[config.mk]
export PLATFORM = sky130hd
export DESIGN_NAME = rom_fetch_ctrl
export DESIGN_NICKNAME = d
export VERILOG_FILES = /design/src/rtl/rom_fetch_pkg.sv /design/src/rtl/rom_fetch_timer.sv /design/src/rtl/rom_fetch_capture.sv /design/src/rtl/rom_fetch_ctrl.sv
export SDC_FILE = /design/constraint.sdc
export NUM_CORES = 1
export LEC_CHECK = 0
export BUFFER_PORTS_ARGS = -buffer_cell sky130_fd_sc_hd__buf_2
export CORE_ASPECT_RATIO = 0.9
export CORE_MARGIN = 2
export CORE_UTILIZATION = 40
export DETAILED_ROUTE_END_ITERATION = 6
export GPL_ROUTABILITY_DRIVEN = 0
export PLACE_DENSITY = 0.67
export SETUP_SLACK_MARGIN = 0.02
export SKIP_LAST_GASP = 1
export SYNTH_ARGS = -nofsm -noshare
export SYNTH_HDL_FRONTEND = slang
export SYNTH_HIERARCHICAL = 1
export SYNTH_SLANG_ARGS = --single-unit
[constraint.sdc]
create_clock -name clk -period 3.7 [get_ports clk]
set_input_delay 1.11 -clock clk [delete_from_list [all_inputs] [get_ports clk]]
set_output_delay 1.11 -clock clk [all_outputs]
set_load 0.05 [all_outputs]
[src/rtl/rom_fetch_pkg.sv]
package rom_fetch_pkg;

    // Sequencer phases of one fetch
    typedef enum logic [1:0] {
        PH_IDLE   = 2'd0,  // strobes high, memory in standby
        PH_ACCESS = 2'd1,  // chip enabled, waiting out access delay
        PH_TURN   = 2'd2   // strobes released, bus floating out
    } fetch_phase_e;

endpackage

[src/rtl/rom_fetch_timer.sv]
module rom_fetch_timer #(
    parameter int CNT_W = 3
) (
    input  logic             clk,
    input  logic             rst,
    input  logic             clear,
    output logic [CNT_W-1:0] count
);
    localparam logic [CNT_W-1:0] CNT_MAX = {CNT_W{1'b1}};

    logic [CNT_W-1:0] cnt_d, cnt_q;

    always_comb begin
        if (clear) begin
            cnt_d = '0;
        end else if (cnt_q == CNT_MAX) begin
            cnt_d = cnt_q;
        end else begin
            cnt_d = cnt_q + 1'b1;
        end
    end

    always_ff @(posedge clk) begin
        if (rst) begin
            cnt_q <= '0;
        end else begin
            cnt_q <= cnt_d;
        end
    end

    assign count = cnt_q;

endmodule

[src/rtl/rom_fetch_capture.sv]
module rom_fetch_capture #(
    parameter int DATA_W = 8
) (
    input  logic              clk,
    input  logic              rst,
    input  logic              load,
    input  logic [DATA_W-1:0] din,
    output logic [DATA_W-1:0] dout,
    output logic              valid
);
    logic [DATA_W-1:0] data_d, data_q;
    logic              vld_d, vld_q;

    always_comb begin
        data_d = load ? din : data_q;
        vld_d  = load;
    end

    always_ff @(posedge clk) begin
        if (rst) begin
            data_q <= '0;
            vld_q  <= 1'b0;
        end else begin
            data_q <= data_d;
            vld_q  <= vld_d;
        end
    end

    assign dout  = data_q;
    assign valid = vld_q;

    // a capture never yields two valid cycles in a row
    p_rvalid_pulse_r5: assert property (@(posedge clk) disable iff (rst)
        vld_q |=> !vld_q);

endmodule

[src/rtl/rom_fetch_ctrl.sv]
module rom_fetch_ctrl #(
    parameter int ADDR_W  = 14,
    parameter int DATA_W  = 8,
    parameter int ACC_CYC = 7,
    parameter int OE_CYC  = 4,
    parameter int REL_CYC = 3
) (
    input  logic              clk,
    input  logic              rst,
    input  logic              req,
    input  logic [ADDR_W-1:0] addr,
    output logic              ready,
    output logic [DATA_W-1:0] rdata,
    output logic              rvalid,
    output logic [ADDR_W-1:0] rom_addr,
    output logic              rom_ce_n,
    output logic              rom_oe_n,
    input  logic [DATA_W-1:0] rom_dq
);
    import rom_fetch_pkg::*;

    // Cycles from address launch until the output enable drops
    localparam int OE_LEAD = (ACC_CYC > OE_CYC) ? (ACC_CYC - OE_CYC) : 0;
    localparam int SPAN    = (ACC_CYC > REL_CYC) ? ACC_CYC : REL_CYC;
    localparam int CNT_W   = $clog2(SPAN + 1);

    // Timer values seen in the cycle before each event edge
    localparam logic [CNT_W-1:0] OE_AT  = CNT_W'((OE_LEAD > 0) ? (OE_LEAD - 1) : 0);
    localparam logic [CNT_W-1:0] CAP_AT = CNT_W'((ACC_CYC > 0) ? (ACC_CYC - 1) : 0);
    localparam logic [CNT_W-1:0] REL_AT = CNT_W'((REL_CYC > 0) ? (REL_CYC - 1) : 0);
    localparam bit               OE_WITH_CE = (OE_LEAD == 0);
    localparam bit               NO_TURN    = (REL_CYC == 0);

    initial begin
        if (ACC_CYC < 1) $error("ACC_CYC must be at least 1");
        if (OE_CYC < 1)  $error("OE_CYC must be at least 1");
    end

    typedef struct packed {
        fetch_phase_e      ph;
        logic [ADDR_W-1:0] addr;
        logic              ce_n;
        logic              oe_n;
        logic              rdy;
    } seq_t;

    seq_t seq_d, seq_q;

    logic             tmr_clear;
    logic             cap_load;
    logic [CNT_W-1:0] tmr_cnt;

    rom_fetch_timer #(
        .CNT_W (CNT_W)
    ) u_timer (
        .clk   (clk),
        .rst   (rst),
        .clear (tmr_clear),
        .count (tmr_cnt)
    );

    rom_fetch_capture #(
        .DATA_W (DATA_W)
    ) u_capture (
        .clk   (clk),
        .rst   (rst),
        .load  (cap_load),
        .din   (rom_dq),
        .dout  (rdata),
        .valid (rvalid)
    );

    always_comb begin
        seq_d     = seq_q;
        tmr_clear = 1'b0;
        cap_load  = 1'b0;

        unique case (seq_q.ph)
            PH_IDLE: begin
                seq_d.ce_n = 1'b1;
                seq_d.oe_n = 1'b1;
                if (req && seq_q.rdy) begin
                    seq_d.ph   = PH_ACCESS;
                    seq_d.addr = addr;
                    seq_d.ce_n = 1'b0;
                    seq_d.oe_n = !OE_WITH_CE;
                    seq_d.rdy  = 1'b0;
                    tmr_clear  = 1'b1;
                end
            end

            PH_ACCESS: begin
                if (!OE_WITH_CE && tmr_cnt == OE_AT) begin
                    seq_d.oe_n = 1'b0;
                end
                if (tmr_cnt == CAP_AT) begin
                    // sample on this edge, then release both strobes
                    cap_load   = 1'b1;
                    seq_d.ce_n = 1'b1;
                    seq_d.oe_n = 1'b1;
                    tmr_clear  = 1'b1;
                    if (NO_TURN) begin
                        seq_d.ph  = PH_IDLE;
                        seq_d.rdy = 1'b1;
                    end else begin
                        seq_d.ph  = PH_TURN;
                    end
                end
            end

            PH_TURN: begin
                if (tmr_cnt == REL_AT) begin
                    seq_d.ph  = PH_IDLE;
                    seq_d.rdy = 1'b1;
                end
            end

            default: begin
                seq_d.ph   = PH_IDLE;
                seq_d.ce_n = 1'b1;
                seq_d.oe_n = 1'b1;
                seq_d.rdy  = 1'b1;
            end
        endcase
    end

    always_ff @(posedge clk) begin
        if (rst) begin
            seq_q.ph   <= PH_IDLE;
            seq_q.addr <= '0;
            seq_q.ce_n <= 1'b1;
            seq_q.oe_n <= 1'b1;
            seq_q.rdy  <= 1'b1;
        end else begin
            seq_q <= seq_d;
        end
    end

    assign ready    = seq_q.rdy;
    assign rom_addr = seq_q.addr;
    assign rom_ce_n = seq_q.ce_n;
    assign rom_oe_n = seq_q.oe_n;

    // output enable only inside a chip-enable window
    p_oe_inside_ce_r8: assert property (@(posedge clk) disable iff (rst)
        !rom_oe_n |-> !rom_ce_n);

    // address held for the whole enabled window
    p_addr_hold_r9: assert property (@(posedge clk) disable iff (rst)
        (!rom_ce_n && $past(!rom_ce_n)) |-> $stable(rom_addr));

    // accepting means the bus is parked
    p_ready_parked_r2: assert property (@(posedge clk) disable iff (rst)
        ready |-> (rom_ce_n && rom_oe_n));

    // an accepted request launches address and chip enable together
    p_accept_launch_r3: assert property (@(posedge clk) disable iff (rst)
        (req && ready) |=> (!rom_ce_n && !ready && rom_addr == $past(addr)));

    // returned data only after the strobes are released
    p_release_on_capture_r6: assert property (@(posedge clk) disable iff (rst)
        rvalid |-> (rom_ce_n && rom_oe_n));

endmodule

=== Word-level counts from Yosys, hierarchy flattened ===
Cells that the tools add are included.

* $add $sub $neg: 1
* Equality and inequality tests: 9
* Muxes and demuxes: 13
* Bitwise gates (word level): 2
* Reduce and logical (&&, ||, !) cells: 8

{| class="wikitable"
|+ Operators by type and width
! kind !! count
|-
| two-way mux 19 bit || 1
|-
| case mux 2 bit (3 select lines) || 2
|-
| == test 3 bit (second input constant) || 2
|-
| two-way mux 2 bit || 3
|-
| inequality test 2 bit (second input constant) || 3
|-
| AND reduction 2 bit || 3
|-
| AND reduction 3 bit || 2
|-
| two-way mux 1 bit || 5
|-
| adder 3 x 1 -> 3 bit (second input constant) || 1
|-
| == test 3 x 2 -> 1 bit (second input constant) || 1
|-
| inequality test 3 bit (second input constant) || 1
|-
| case mux 1 bit (3 select lines) || 1
|-
| == test 2 x 1 -> 1 bit (second input constant) || 1
|-
| == test 2 bit (second input constant) || 1
|-
| zero test 2 bit || 1
|-
| NOT 1 bit || 2
|-
| case mux 1 bit (2 select lines) || 1
|-
| OR reduction 2 bit || 1
|-
| logical AND 1 bit || 1
|}

* Register bits after elaboration: 31
* Input port bits: 25
* Output and inout bits: 26
* Word-level logic and storage cells: 41

=== Depth between registers and ports, before layout ===
* Word-level depth: 4
* Depth in mapped cells: 6

=== Cells and area by module ===
Netlist, hierarchy kept.

{| class="wikitable"
|+ By module, submodules not included
! module !! times used !! cells an instance !! area an instance (sq um) !! seq. area each (sq um)
|-
| rom_fetch_ctrl || 1 || 106 || 930.9 || 380.4
|-
| rom_fetch_capture || 1 || 28 || 312.8 || 180.2
|-
| rom_fetch_timer || 1 || 11 || 128.9 || 60.1
|}

=== Worst setup path before layout ===
No wires, ideal clock.

* Path type: flip-flop to output port
* Start: register seq_q, in the netlist ready
* End: output ready
* Arrival: 0.662 ns
* Path slack: 1.928 ns
* Cell stages (with the launch flop): 1
* Path buffers: 0
* Cell sequence: dfxtp_1

{| class="wikitable"
|+ RTL lines
! what !! RTL line !! source
|-
| start, declared || rom_fetch_ctrl.sv:47 || <nowiki>seq_t seq_d, seq_q;</nowiki>
|-
| start signal, assigned || rom_fetch_ctrl.sv:135 || <nowiki>seq_q <= seq_d;</nowiki>
|-
| end, declared || rom_fetch_ctrl.sv:12 || <nowiki>output logic ready,</nowiki>
|}

No word-level cell between the ends.

=== Final worst setup path ===
* Start: register seq_q, in the netlist ready
* End: output ready

No word-level cell between the ends.

==> metrics <==
H-tree depth=2; GRT Total Usage=14.4%; Final Max Tran Viols=0; DRT iter0 DRCs=35; CP Launch Type=register; vias per inst=4.70; Synth cell types=30; post-CTS setup buffers=0; Yosys reg bits=31; WP data required=2.59 ns; hold_sp=rom_addr[10]; Bufs on Longest Clock Path=2; Initial Utilization=41.2%; Rel. slew slack=52.9%; reg2reg start=u_timer/count[0]; core area=3330 µm²; Crit. path cell count=1; Final HPWL DP=1.96 mm; Peak Freq=0.478 GHz; final setup violation count=0; Critical R2R Capture=u_capture/dout[4]; io pins=51; worst slew pin tran=0.706 ns; Die Ht=59.6 µm; CTS Root Buffer Type=clkbuf_8; clock tree from TritonCTS=built; Final Util=47.7%; status=complete, no violations; Die W=65.7 µm; maxcap violations=0; total die area=3920 µm²; critical path launch point=ready; Final Hold Fails=0; Async S/R FF share, synth=0%; DR WL/cell=11.9 µm; Row Count=20; Clock Sinks=31; Area Overhead vs Synth=15.7%; PwrDens=500 nW/µm²; synthesized net count=172; Worst Hold Path Cells=2; WL final=2.67 mm; WHS Endpoint=rom_addr[10]; CTS Buf Count=5; Max VDD drop=0.191 mV; WP buf/inv=1; final net count=208; CP delay by family, top=flip-flops; cell area after synthesis=1370 µm²; DP Cell Count=218; routed vias=1057; RSZ-0062 raised after global routing=no; largest net degree at the start of global routing=35; R2R depth=5; Clock Skews=0.00140 ns; Worst-Skew Late Latency=0.27 ns; crit path kind=reg -> out; wire length of the first global-routing pass=4.26 mm; number of diodes=0; fin crit period=2.09 ns; Critical-path top delay cell=dfxtp_1; Post-Syn Instances=145; max incr delay on CP=0.41 ns; share of layout cells above drive strength 1=38.7%; WP data arrival=0.98 ns; worst hold path class=reg -> reg; Final Cycle Share=56.5%; CTS resizes=0; port bufs=50; Fillers=329; worst path cell trace=buf_2; Avg Cell Area, Syn=9.47 µm²; vias in the first global route=1014; Congestion Overflow GR=0; final setup TNS=0 ns; Crit. End Element=output port; Syn. warnings=6; post-route ant nets=0; Seq/Total Area, Yosys=45.2%; Final Non-Filler Cells=225; clock-pin transition on the worst setup and hold timing paths=0.06 ns; CP max FO=6; Post-synth EDFFs=0; DRC Markers=0; TritonRoute pass-1 iters=4; internal reg-to-reg setup slack=2.05 ns; ys flop type=dfxtp_1; initial antenna violation count=0; leak pwr=0.693 nW; # hold bufs at CTS=0
[layout make-up]
class / count / area, µm² / share of cell area (%)
multi-input cells: 92 / 571 / 35.9
clock inverters: 1 / 5.00 / 0.315
repair buffers: 50 / 250 / 15.8
inverters: 1 / 3.75 / 0.236
flip-flops and latches: 31 / 621 / 39.1
well taps: 44 / 55.1 / 3.47
clock buffers: 6 / 82.6 / 5.20
[kinds of logic after synthesis]
logic type / synth area share (%)
compound gates: 10.8
flops: 45.2
buf+inv: 13.2
mux: 7.29
fa+ha+maj: 1.82
xor+xnor: 0.638
simple gates: 21.1
[power by group]
group | total (W) | switching [W] | internal, W
Combinational | 0.000162 | 0.000112 | 0.0000494
Clock | 0.000258 | 0.000113 | 0.000146
Sequential | 0.000375 | 0.0000185 | 0.000356
Total | 0.000795 | 0.000243 | 0.000551
[per-stage QoR]
stage	setup slack (ns)	hold WS (ns)	total power (W)	area (µm²)
2_1_floorplan	1.93	0.437	0.000529	1370
3_3_place_gp	1.45	0.442	0.000537	1500
3_5_place_dp	1.38	0.447	0.000545	1500
4_1_cts	1.60	0.456	0.000805	1590
5_1_grt	1.53	0.477	0.000833	1590
6_report	1.61	0.453	0.000795	1590
[worst max-delay path by stage]
stage,to,slack (ns)
final,ready,1.61
after floorplan,ready,1.93
after detailed placement,u_timer/count[1],1.38
after CTS,ready,1.60
after global routing,u_timer/count[1],1.53
after global placement,u_timer/count[1],1.45
[routing by layer]
metal / wire length (µm) / part of all wire, % / track usage, % / vias to the layer above
li1: - / - / - / 536
met5: 0 / 0 / 0 / -
met4: 29 / 1.1 / 6.25 / 0
met3: 182 / 6.8 / 4.75 / 5
met1: 1080 / 40 / 16.1 / 491
met2: 1380 / 52 / 25.0 / 25
[synth_stat cells, types with 2 or more instances]
library cell | n | share of area (%)
nand2_1 | 27 | 7.4
mux2i_1 | 10 | 7.3
nor2_1 | 9 | 2.5
ha_1 | 2 | 1.8
nor2b_1 | 2 | 0.91
nand2_2 | 2 | 0.91
buf_6 | 2 | 1.6
a21oi_1 | 7 | 2.6
nor3_1 | 7 | 2.6
nand2b_1 | 3 | 1.4
a21oi_2 | 10 | 6.4
buf_4 | 15 | 8.2
o21ai_0 | 2 | 0.73
dfxtp_1 | 31 | 45
[flip-flops by register name (all words and copies together) (netlist names)]
name	cells
ready	1
rom_addr	14
rom_ce_n	1
rom_oe_n	1
seq_q	2
u_capture/dout	8
u_capture/valid	1
u_timer/count	3
[cell usage in the layout (no fill, tap or decap), drive strengths merged, types with 2 or more instances in the layout]
cell,n
buf,50
dfxtp,31
nand2,29
a21oi,17
mux2i,10
nor2,9
nor3,7
clkbuf,6
nand2b,3
nor2b,2
o21ai,2
ha,2
No activity file was read; power rests on OpenSTA's default activity.
